File: src/rtl/dds_dither_pkg.sv
// Package: shared widths for the dithered DDS accumulator.
// Assumes: the tuning value is the concatenation of integer and fraction.
package dds_dither_pkg;
    localparam int unsigned DEF_ACC_W   = 48;
    localparam int unsigned DEF_FRAC_W  = 16;
    localparam int unsigned DEF_PHOUT_W = 14;
endpackage

File: src/rtl/dds_tune_reg.sv
// Module: dds_tune_reg
// Holds the integer step and fraction of the requested tuning value.
// Assumes: load_i is a single-cycle or multi-cycle strobe; each high
// cycle captures tune_i. Reset is synchronous, active low.
module dds_tune_reg #(
    parameter int unsigned ACC_W  = dds_dither_pkg::DEF_ACC_W,
    parameter int unsigned FRAC_W = dds_dither_pkg::DEF_FRAC_W,
    localparam int unsigned TUNE_W = ACC_W + FRAC_W
) (
    input  logic              clk,
    input  logic              rst_n,
    input  logic              load_i,
    input  logic [TUNE_W-1:0] tune_i,
    output logic [ACC_W-1:0]  int_o,
    output logic [FRAC_W-1:0] frac_o
);
    // Capture the split tuning value on a load, clear it on reset.
    always_ff @(posedge clk) begin
        if (!rst_n) begin
            int_o  <= '0;
            frac_o <= '0;
        end else if (load_i) begin
            int_o  <= tune_i[TUNE_W-1:FRAC_W];
            frac_o <= tune_i[FRAC_W-1:0];
        end
    end
endmodule

File: src/rtl/dds_frac_seq.sv
// Module: dds_frac_seq
// Fraction accumulator that chooses k or k+1 each cycle. The carry out of
// (accumulator + fraction) selects k+1, so over 2^FRAC_W cycles from a
// cleared start exactly `fraction` cycles use k+1.
// Assumes: int_i/frac_i come from registers; k+1 wraps modulo 2^ACC_W.
module dds_frac_seq #(
    parameter int unsigned ACC_W  = dds_dither_pkg::DEF_ACC_W,
    parameter int unsigned FRAC_W = dds_dither_pkg::DEF_FRAC_W
) (
    input  logic              clk,
    input  logic              rst_n,
    input  logic              load_i,
    input  logic [ACC_W-1:0]  int_i,
    input  logic [FRAC_W-1:0] frac_i,
    output logic [ACC_W-1:0]  step_o,
    output logic [FRAC_W-1:0] facc_o
);
    logic [FRAC_W:0] sum;
    logic            carry;

    // Form the fraction sum, its carry and the applied step.
    always_comb begin
        sum    = {1'b0, facc_o} + {1'b0, frac_i};
        carry  = sum[FRAC_W];
        step_o = int_i + ACC_W'(carry);
    end

    // Advance the fraction accumulator; restart it when a new value loads.
    always_ff @(posedge clk) begin
        if (!rst_n) begin
            facc_o <= '0;
        end else if (load_i) begin
            facc_o <= '0;
        end else begin
            facc_o <= sum[FRAC_W-1:0];
        end
    end
endmodule

File: src/rtl/dds_phase_acc.sv
// Module: dds_phase_acc
// Phase accumulator: adds the applied step every cycle, modulo 2^ACC_W,
// and exposes the top PHOUT_W bits as the phase word.
// Assumes: loads never clear the phase; only reset does.
module dds_phase_acc #(
    parameter int unsigned ACC_W   = dds_dither_pkg::DEF_ACC_W,
    parameter int unsigned PHOUT_W = dds_dither_pkg::DEF_PHOUT_W
) (
    input  logic               clk,
    input  logic               rst_n,
    input  logic [ACC_W-1:0]   step_i,
    output logic [ACC_W-1:0]   phase_o,
    output logic [PHOUT_W-1:0] word_o
);
    // Accumulate the applied step.
    always_ff @(posedge clk) begin
        if (!rst_n) begin
            phase_o <= '0;
        end else begin
            phase_o <= phase_o + step_i;
        end
    end

    // Take the most significant bits as the phase word.
    always_comb begin
        word_o = phase_o[ACC_W-1 -: PHOUT_W];
    end
endmodule

File: src/rtl/dds_dither_top.sv
// Module: dds_dither_top
// Dithered fractional-resolution DDS accumulator. A 64-bit tuning value
// (integer step over fraction) drives a 48-bit phase accumulator whose
// step alternates between k and k+1 so the mean step is tune_i / 2^16.
// Assumes: synchronous active-low reset; inputs known after reset.
module dds_dither_top #(
    parameter int unsigned ACC_W   = dds_dither_pkg::DEF_ACC_W,
    parameter int unsigned FRAC_W  = dds_dither_pkg::DEF_FRAC_W,
    parameter int unsigned PHOUT_W = dds_dither_pkg::DEF_PHOUT_W,
    localparam int unsigned TUNE_W = ACC_W + FRAC_W
) (
    input  logic               clk,
    input  logic               rst_n,
    input  logic               load_i,
    input  logic [TUNE_W-1:0]  tune_i,
    output logic [ACC_W-1:0]   phase_o,
    output logic [PHOUT_W-1:0] phase_word_o,
    output logic [ACC_W-1:0]   tune_word_o
);
    logic [ACC_W-1:0]  int_word;
    logic [FRAC_W-1:0] frac_word;
    logic [FRAC_W-1:0] facc_val;

    dds_tune_reg #(.ACC_W(ACC_W), .FRAC_W(FRAC_W)) u_tune (
        .clk    (clk),
        .rst_n  (rst_n),
        .load_i (load_i),
        .tune_i (tune_i),
        .int_o  (int_word),
        .frac_o (frac_word)
    );

    dds_frac_seq #(.ACC_W(ACC_W), .FRAC_W(FRAC_W)) u_seq (
        .clk    (clk),
        .rst_n  (rst_n),
        .load_i (load_i),
        .int_i  (int_word),
        .frac_i (frac_word),
        .step_o (tune_word_o),
        .facc_o (facc_val)
    );

    dds_phase_acc #(.ACC_W(ACC_W), .PHOUT_W(PHOUT_W)) u_acc (
        .clk     (clk),
        .rst_n   (rst_n),
        .step_i  (tune_word_o),
        .phase_o (phase_o),
        .word_o  (phase_word_o)
    );
endmodule

File: config.mk
export PLATFORM = sky130hd
export DESIGN_NAME = dds_dither_top
export DESIGN_NICKNAME = d
export VERILOG_FILES = /design/src/rtl/dds_dither_pkg.sv /design/src/rtl/dds_tune_reg.sv /design/src/rtl/dds_frac_seq.sv /design/src/rtl/dds_phase_acc.sv /design/src/rtl/dds_dither_top.sv
export SDC_FILE = /design/constraint.sdc
export NUM_CORES = 1
export LEC_CHECK = 0
export BUFFER_PORTS_ARGS = -buffer_cell sky130_fd_sc_hd__buf_2
export CORE_AREA = 4 4 118 148
export CTS_CLUSTER_SIZE = 12
export DETAILED_ROUTE_END_ITERATION = 10
export DIE_AREA = 0 0 122 152
export GPL_TIMING_DRIVEN = 0
export PLACE_DENSITY = 0.87
export SYNTH_ARGS = -nofsm -noshare
export SYNTH_HDL_FRONTEND = slang
export SYNTH_HIERARCHICAL = 1
export SYNTH_SLANG_ARGS = --single-unit
File: constraint.sdc
create_clock -name clk -period 7.2 [get_ports clk]
set_clock_uncertainty 0.15 [all_clocks]
set_input_delay 0 -clock clk [delete_from_list [all_inputs] [get_ports clk]]
set_output_delay 0 -clock clk [all_outputs]
set_load 0.01 [all_outputs]
==> impl_metrics.csv, run 1 <==
group,metric,value,unit
synthesis,yosysTopAreaCellShare,29.0,%
pwr,power_density,210,mW/mm^2
die,fp.coreArea,0.0161,sq mm
synthesis,yosysTopAreaCell,"dfxtp_1",
die,start_util,55.1,%
synthesis,yosysSeqAreaShare,29.0,%
cts,cts_tree,"done",
synthesis,avgSynthCellArea,8.63,sq um
synthesis,synth_nets,1159,
cts,cts_buffers,17,
synthesis,yosys_warnings,6,
timing,holdWs,233,ps
setup_path,cp-startpoint,"u_tune/frac_o[11]$_SDFFE_PN0P_",
timing,worst_pin_slew,736,ps
timing,period_minus_slack,6730,ps
die,die_x,122,um
timing,timing.slew.headroom,50.9,%
cts,clk_latency,420,ps
global_routing,grt_usage,29.1,%
die,die_h,152,um
timing,tns,0,ps
placed_design,place.gp.congestion,0.915,
synthesis,ys_top_cells_by_count,"128 x dfxtp_1, 73 x mux2i_1, 71 x nand2_1, 71 x nor2_1, 68 x a21oi_1",
timing,min_period_over_period,93.5,%
synthesis,synth_cells,1025,
worst_hold_path,holdCritStartpoint,"tune_i[38]",
setup_path,crit_path_end_kind,"register",
global_routing,grt_pass1_wl,43.6,mm
synthesis,synth_edf_count,0,
synthesis,async_flop_share,0,%
timing,rsz0062_at_grt,"false",
setup_path,cp.required,7330,ps
timing,clock.fmax,149,MHz
synthesis,ys.flop_type,"dfxtp_1",
route,vias,8886,
cts,clockBufferDepth,2,
timing,setup_violations,0,
layout,drive_above_1_share,20.6,%
cts,cts_root_buf,"clkbuf_16",
route,dr.first_iter.drc_count,762,
cts,cts_resized,0,
pwr,cellLeakagePower,0.00530,uW
global_routing,grt_pass1_vias,8755,
placed_design,dp_hpwl,19.2,mm
route,via_per_inst,5.85,
timing,drv_slew,0,
synthesis,synth_cell_types,76,
outcome,status,"finished clean",
run,maxCapViolations,0,
route,routed_wl,27.2,mm
setup_path,cp-start-kind,"register",
route,ant_nets,0,
die,die_area,0.0185,sq mm
layout,nets,1424,
global_routing,grt_antenna_before_repair,1,
worst_hold_path,hp-class,"in -> reg",
cts,clock_sinks,128,
layout,fill_cells,1193,
setup_path,worstPathMaxFanout,8,
synthesis,synth_seq_cells,128,
cts,htree_levels,4,
synthesis,ys_top_cells_by_area,"dfxtp_1 29%, ha_1 9.2%, mux2i_1 8.3%",
pwr,vdd_drop_max,0.151,mV
route,drc_errors,0,
placed_design,port_buffers,176,
global_routing,grt.overflow.total,0,
die,ios,177,
timing,finalHoldViolCount,0,
route,firstDrtPassIters,5,
setup_path,r2r-start,"u_tune/frac_o[11]$_SDFFE_PN0P_",
setup_path,crit_type,"reg -> reg",
global_routing,grt_max_degree,17,
layout,area_delta_synth_final,28.2,%
setup_path,critPathArrivalTime,6860,ps
synthesis,syn_area,0.00885,sq mm
synthesis,synth.most_common_cell,"dfxtp_1",
die,rows,52,
route,wl_per_cell,17.9,um
cts,clk_pin_slew,60,ps
kinds of logic (layout without fill, tap and decap cells):
family                     count (synthesis)  in the layout  share of synthesized area (%)
AOI/OAI and AO/OA                        233            233                           17.7
xor gates and xnor gates                  84             84                           8.32
adders and majority gates                 67             67                           9.65
buffers and inverters                     80            358                           5.12
DFF                                      128            128                           29.0
muxes                                     73             73                           8.26
other                                      0              1                              0
and+or+nand+nor                          360            360                           21.9
sequential cells by signal, indices dropped and copies added, names as in the netlist:
register	count
u_acc/phase_o	48
u_tune/int_o	48
u_seq/facc_o	16
u_tune/frac_o	16
critical path, cell delays in order (launching register included):
cell      delay [ps]
dfxtp_1          350
ha_1             320
clkbuf_1         310
nand2_1          100
o21ai_0          450
a41oi_1          180
o21ai_0          270
a21o_1           150
ha_1             230
ha_1             250
nand3_1          270
nor3_1           590
nand4_1          200
xnor2_1          370
ha_1             300
buf_2            170
a21oi_1          260
o21ai_0          230
a211oi_1         310
a211oi_2         150
a221oi_1         530
o31ai_1          180
xnor2_1          200
nor2_1            50
layer usage:
layer	routed length, um	GRT usage [%]	vias to the layer above	share of wire (%)
li1	-	-	4208	-
met1	10500	33.1	4170	39
met2	13700	50.5	405	50
met3	1690	5.95	103	6.2
met4	1380	15.3	0	5.1
met5	0	0	-	0
worst paths after layout:
path / end / slack (ps) / depth (start not counted)
setup / recovery: u_acc/phase_o[45]$_SDFF_PN0_ / 470 / 23
hold / removal: u_tune/int_o[22]$_SDFFE_PN0P_ / 230 / 4
setup reg to reg: u_acc/phase_o[45]$_SDFF_PN0_ / 470 / 23
hold reg to reg: u_tune/frac_o[2]$_SDFFE_PN0P_ / 380 / 2
area by class of cell:
cell class / count / area (sq um) / share of cell area [%]
well taps: 216 / 270 / 2.38
repair buffers: 246 / 1580 / 13.9
diodes: 1 / 2.50 / 0.0221
inverters: 18 / 67.6 / 0.596
plain buffers: 62 / 385 / 3.40
multi-input cells: 817 / 5830 / 51.4
clock inverters: 12 / 183 / 1.61
clock buffers: 20 / 457 / 4.03
flip-flops and latches: 128 / 2560 / 22.6
layout by cell type (no fill, tap or decap), types with 19 or more instances in the layout:
cell type      instances
buf_2                188
dfxtp_1              128
mux2i_1               73
nand2_1               71
nor2_1                71
dlygate4sd3_1         70
a21oi_1               68
ha_1                  65
nor2b_1               65
xnor2_1               55
o21ai_0               43
nand3_1               35
xor2_1                29
a21o_1                28
clkbuf_1              25
nand4_1               23
nor3_1                19
metrics by stage:
| step | instances | setup WS (ps) | util, % | instance area, sq um | power (uW) |
|---|---|---|---|---|---|
| after floorplan | 1025 | 1860 | - | 8850 | 1240 |
| after detailed placement | 1417 | 1060 | 62.2 | 10000 | 1420 |
| final | 1520 | 470 | 70.6 | 11300 | 2380 |
| after CTS | 1519 | 917 | 70.6 | 11300 | 2380 |
| after global routing | 1520 | 225 | 70.6 | 11300 | 2490 |
| after global placement | 1417 | 1130 | 62.2 | 10000 | 1400 |
power by group:
part / internal [uW] / switching, uW / total, uW
clock network: 599 / 330 / 929
registers: 774 / 57.1 / 832
logic: 278 / 345 / 623
total: 1650 / 733 / 2380
timing repair:
item                      CTS  global route
buffers inserted            0             0
hold buffers               70             0
hold endpoints to repair   70             0
No activity file was read; power rests on OpenSTA's default activity.
==> run 2: changes to the inputs <==
PLACE_DENSITY = 0.89   (was 0.87)
==> run 2 against run 1 <==
Compared with the run above: critical endpoint unchanged; routed wire length rose by 2.7%; clock-buffer cell count did not move; clock power fell by 6.4%; critical path type unchanged; register-to-register slack improved by 280 ps; largest power group unchanged; final cell count rose by 0.13%; via count rose by 2.4%.
==> impl_metrics.csv, run 2 (synthesized netlist as in run 1, its figures left out) <==
group,metric,value,unit
pwr,cellLeakagePower,0.00528,uW
layout,final_core_util,70.3,%
route,routed_wl,28.0,mm
placed_design,port_buffers,176,
global_routing,grt_pass1_vias,9028,
timing,period_minus_slack,6450,ps
placed_design,placed_area,0.0100,sq mm
setup_path,crit_type,"reg -> reg",
route,via_per_inst,5.98,
cts,cts_setup_buffers,0,
setup_path,cp-start-kind,"register",
timing,clock.fmax,155,MHz
cts,cts_resized,0,
global_routing,grt_usage,30.0,%
die,ios,177,
timing,finalHoldViolCount,0,
timing,drv_slew,0,
layout,fill_cells,1176,
pwr,clkPwrFrac,37.4,%
cts,clk_pin_slew,60,ps
setup_path,worstPathMaxFanout,9,
route,ant_nets,0,
timing,setup_violations,0,
route,wl_per_cell,18.4,um
setup_path,r2r_cells,23,
layout,largestRegisters,"u_acc/phase_o (48), u_tune/int_o (48)",
layout,layout_common_cells,"188 x buf_2, 128 x dfxtp_1, 73 x mux2i_1, 71 x nand2_1, 71 x nor2_1",
setup_path,reg2reg_slack,750,ps
route,drc_errors,0,
worst_hold_path,hp-class,"in -> reg",
timing,tns,0,ps
pwr,p_switching,749,uW
layout,stdcell_count,1522,
outcome,status,"finished clean",
setup_path,critPathArrivalTime,6590,ps
pwr,power_density,206,mW/mm^2
setup_path,r2r-start,"u_tune/frac_o[9]$_SDFFE_PN0P_",
global_routing,grt_pass1_wl,45.0,mm
placed_design,placed_cells,1417,
cts,htree_levels,4,
layout,area_delta_synth_final,27.7,%
layout,final_area,0.0113,sq mm
cts,clockBufferDepth,2,
route,firstDrtPassIters,7,
cts,clock_sinks,128,
global_routing,grt_max_degree,17,
cts,cts_root_buf,"clkbuf_16",
die,die_h,152,um
cts,cts_buffers,17,
pwr,internal_power,1580,uW
timing,min_period_over_period,89.6,%
die,start_util,55.1,%
setup_path,r2r-end,"u_acc/phase_o[45]$_SDFF_PN0_",
route,vias,9102,
placed_design,place.gp.congestion,0.946,
run,maxCapViolations,0,
placed_design,dp_hpwl,19.2,mm
timing,worst_pin_slew,754,ps
die,rows,52,
pwr,switching_share,32.2,%
cts,clk_latency,430,ps
timing,rsz0062_at_grt,"false",
pwr,seqPwrFrac,35.8,%
setup_path,crit_path_end_kind,"register",
die,fp.coreArea,0.0161,sq mm
pwr,total_power,2330,uW
layout,final_common_cell,"buf_2",
cts,cts_tree,"done",
pwr,vdd_drop_max,0.151,mV
layout,drive_above_1_share,20.6,%
setup_path,cp.required,7340,ps
global_routing,grt.overflow.total,0,
pwr,combPwrFrac,26.9,%
layout,nets,1424,
setup_path,endpoint,"u_acc/phase_o[45]$_SDFF_PN0_",
global_routing,grt_antenna_before_repair,3,
route,dr.first_iter.drc_count,838,
timing,timing.slew.headroom,49.8,%
setup_path,cp-startpoint,"u_tune/frac_o[9]$_SDFFE_PN0P_",
die,die_area,0.0185,sq mm
die,die_x,122,um
[run 2: cell type report]
cell class              instances  area [sq um]  share of cell area, %
diodes                          3          7.51                 0.0664
plain buffers                  62           385                   3.41
clock buffers                  20           457                   4.04
clock inverters                12           136                   1.21
inverters                      18          67.6                  0.598
multi-input cells             817          5830                   51.6
flip-flops and latches        128          2560                   22.7
well taps                     216           270                   2.39
repair buffers                246          1580                   14.0
[run 2: how the worst min path moves through the flow]
stage	endpoint	slack, ps	cells after the start	start
floorplan	u_acc/phase_o[43]$_SDFF_PN0_	2	2	rst_n
global placement	u_tune/frac_o[5]$_SDFFE_PN0P_	100	3	tune_i[5]
detailed placement	u_tune/int_o[13]$_SDFFE_PN0P_	120	3	tune_i[29]
CTS	u_tune/frac_o[5]$_SDFFE_PN0P_	210	4	tune_i[5]
global route	u_tune/int_o[20]$_SDFFE_PN0P_	250	4	tune_i[36]
finish	u_tune/int_o[9]$_SDFFE_PN0P_	210	4	tune_i[25]
[run 2: through the flow]
stage / hold slack, ps / worst slack (ps)
5_1_grt: 250 / 353
3_5_place_dp: 115 / 1090
3_3_place_gp: 104 / 1130
2_1_floorplan: 1.95 / 1860
6_report: 215 / 752
4_1_cts: 207 / 1040
[run 2: repair_timing]
action,in CTS,in global routing
hold buffers,70,0
endpoints found under the setup margin,0,0
endpoints found under the hold margin,71,0
[run 2: routing by layer]
metal / up-vias / GRT usage, % / wire length [um]
met5: - / 0 / 0
met4: 0 / 17.4 / 1630
met3: 141 / 7.07 / 2110
met2: 464 / 50.9 / 14000
met1: 4278 / 33.9 / 10200
li1: 4219 / - / -
[run 2: critical path, cell delays in order (launching register included)]
cell and delay [ps]:
dfxtp_1 320, ha_1 290, clkbuf_1 320, a21oi_1 120
o21ai_0 330, a41oi_1 150, o21ai_0 310, a21o_1 160
ha_1 220, ha_1 250, nand3_1 240, nor3_1 610
nand4_1 240, xnor2_1 350, ha_1 290, buf_2 160
a21oi_1 210, o21ai_0 190, nor3_1 230, a211oi_2 170
a221oi_1 540, o31ai_1 200, xnor2_1 170, nor2_1 50
[run 2: power groups by stage]
stage | clock, uW | combinational [uW] | sequential, uW
after global placement | 0 | 555 | 843
after CTS | 877 | 609 | 831
after floorplan | 0 | 385 | 850
after detailed placement | 0 | 571 | 846
final | 870 | 626 | 833
after global routing | 915 | 683 | 841
==> run 3: changes to the inputs <==
clock period = 6.73 ns   (was 7.2 ns; I/O delays follow)
==> run 3 against run 2 <==
Compared with the run above: clock power increased by 7.0%; combinational power increased by 6.9%; fmax increased by 1.6%; final area about the same; non-clock buffer count unchanged; clock-buffer cell count unchanged; utilization about the same; first-iteration DRC count increased by 8.0%; final cell count unchanged; sequential share of layout area about the same; die area unchanged.
==> impl_metrics.csv, run 3 (synthesized netlist as in run 1, its figures left out) <==
group,metric,value,unit
outcome,status,"finished clean",
setup_path,r2r-end,"u_acc/phase_o[45]$_SDFF_PN0_",
die,ios,177,
cts,htree_levels,4,
setup_path,r2r_cells,23,
route,routed_wl,28.1,mm
timing,min_period_over_period,94.3,%
pwr,power_density,220,mW/mm^2
timing,finalHoldViolCount,0,
layout,regArea,0.00256,sq mm
layout,largestRegisters,"u_acc/phase_o (48), u_tune/int_o (48)",
die,rows,52,
timing,rsz0062_at_grt,"false",
global_routing,grt_usage,30.0,%
placed_design,port_buffers,176,
global_routing,grt_antenna_before_repair,3,
timing,timing.slew.headroom,50.4,%
route,drc_errors,0,
die,fp.coreArea,0.0161,sq mm
cts,clk_latency,430,ps
global_routing,grt_max_degree,17,
setup_path,cp-start-kind,"register",
pwr,switching_share,32.2,%
setup_path,worstPathMaxFanout,8,
die,start_util,55.1,%
pwr,vdd_drop_max,0.161,mV
setup_path,crit_type,"reg -> reg",
route,firstDrtPassIters,6,
die,die_area,0.0185,sq mm
setup_path,crit_path_end_kind,"register",
setup_path,r2r-start,"u_tune/frac_o[0]$_SDFFE_PN0P_",
pwr,combPwrFrac,26.9,%
cts,cts_buffers,17,
global_routing,grt_pass1_vias,9028,
die,die_h,152,um
cts,cts_root_buf,"clkbuf_16",
timing,tns,0,ps
placed_design,place.gp.congestion,0.946,
layout,nets,1424,
route,ant_nets,0,
layout,final_common_cell,"buf_2",
layout,multi_input_area,0.00584,sq mm
worst_hold_path,whs_endpoint,"u_tune/int_o[9]$_SDFFE_PN0P_",
placed_design,placed_cells,1417,
layout,drive_above_1_share,20.7,%
cts,cts_tree,"done",
layout,area_delta_synth_final,27.8,%
global_routing,grt.overflow.total,0,
pwr,seqPwrFrac,35.8,%
route,vias,9046,
timing,period_minus_slack,6340,ps
pwr,cellLeakagePower,0.00528,uW
setup_path,critPathArrivalTime,6490,ps
timing,setup_violations,0,
cts,clock_sinks,128,
timing,drv_slew,0,
route,dr.first_iter.drc_count,905,
worst_hold_path,holdCritStartpoint,"tune_i[25]",
pwr,total_power,2490,uW
placed_design,dp_hpwl,19.2,mm
route,wl_per_cell,18.5,um
worst_hold_path,hp-class,"in -> reg",
global_routing,grt_pass1_wl,45.0,mm
layout,fill_cells,1176,
cts,clk_pin_slew,60,ps
cts,cts_setup_buffers,0,
timing,worst_pin_slew,745,ps
die,die_x,122,um
run,maxCapViolations,0,
pwr,clkPwrFrac,37.4,%
setup_path,reg2reg_slack,390,ps
worst_hold_path,holdPathStages,4,
route,via_per_inst,5.94,
layout,stdcell_count,1522,
pwr,p_switching,803,uW
timing,clock.fmax,158,MHz
layout,layout_common_cells,"188 x buf_2, 128 x dfxtp_1, 73 x mux2i_1, 71 x nand2_1, 71 x nor2_1",
setup_path,cp.required,6870,ps
cts,clockBufferDepth,2,
pwr,internal_power,1690,uW
-- run 3: worst max path at each step --
stage                                        from                           end  slack, ps  cells past startpoint
floorplan           u_tune/frac_o[0]$_SDFFE_PN0P_  u_acc/phase_o[46]$_SDFF_PN0_       1390                     23
finish              u_tune/frac_o[0]$_SDFFE_PN0P_  u_acc/phase_o[45]$_SDFF_PN0_        390                     23
CTS                 u_tune/frac_o[0]$_SDFFE_PN0P_  u_acc/phase_o[45]$_SDFF_PN0_        570                     23
detailed placement  u_tune/frac_o[0]$_SDFFE_PN0P_  u_acc/phase_o[45]$_SDFF_PN0_        620                     23
global route        u_tune/frac_o[9]$_SDFFE_PN0P_  u_acc/phase_o[45]$_SDFF_PN0_        140                     23
global placement    u_tune/frac_o[0]$_SDFFE_PN0P_  u_acc/phase_o[45]$_SDFF_PN0_        660                     23
-- run 3: metal layers --
metal  vias up  part of all wire, %  track usage (%)
met2       487                   50             50.9
met4         0                  6.1             17.4
met3       146                  7.9             7.07
met1      4192                   36             33.9
li1       4221                    -                -
met5         -                    0                0
-- run 3: cell type report --
cell class | count | share of cell area (%)
Antenna cell | 3 | 0.0664
Clock inverter | 12 | 1.21
Timing Repair Buffer | 246 | 14.0
Buffer | 62 | 3.41
Sequential cell | 128 | 22.7
Tap cell | 216 | 2.39
Clock buffer | 20 | 4.04
Inverter | 18 | 0.598
Multi-Input combinational cell | 817 | 51.6
-- run 3: power groups by stage --
| stage | sequential, uW | combinational (uW) | clock (uW) |
|---|---|---|---|
| floorplan | 909 | 412 | 0 |
| global placement | 902 | 594 | 0 |
| detailed placement | 905 | 610 | 0 |
| CTS | 889 | 651 | 938 |
| global route | 900 | 732 | 979 |
| finish | 891 | 669 | 931 |
-- run 3: metrics by stage --
stage / setup slack [ps] / util [%] / cell area [sq um] / hold slack (ps)
6_report: 386 / 70.3 / 11300 / 213
5_1_grt: 139 / 70.3 / 11300 / 250
4_1_cts: 571 / 70.3 / 11300 / 207
3_5_place_dp: 624 / 62.2 / 10000 / 115
3_3_place_gp: 657 / 62.2 / 10000 / 104
2_1_floorplan: 1390 / - / 8850 / 1.95
-- run 3: critical path, cell delays in order, from the launching register on --
cell and delay [ps]:
dfxtp_1 310, ha_1 230, fa_1 440, a211oi_1 420, o211ai_1 210, a41oi_1 370, o21ai_0 210, a21o_1 210
ha_1 230, ha_1 250, and3_1 260, and4_1 250, buf_4 170, nand3_1 110, xnor2_1 210, ha_1 380
nand2_1 160, nand2b_1 90, a211o_1 320, a311o_1 330, a221oi_1 450, o31ai_1 200, xnor2_1 170, nor2_1 50
-- run 3: what timing repair did --
item / 4_1_cts / 5_1_grt
hold buffers: 70 / 0
endpoints found under the hold margin: 71 / 0
resized for setup: 0 / 1
setup endpoints to repair: 0 / 2
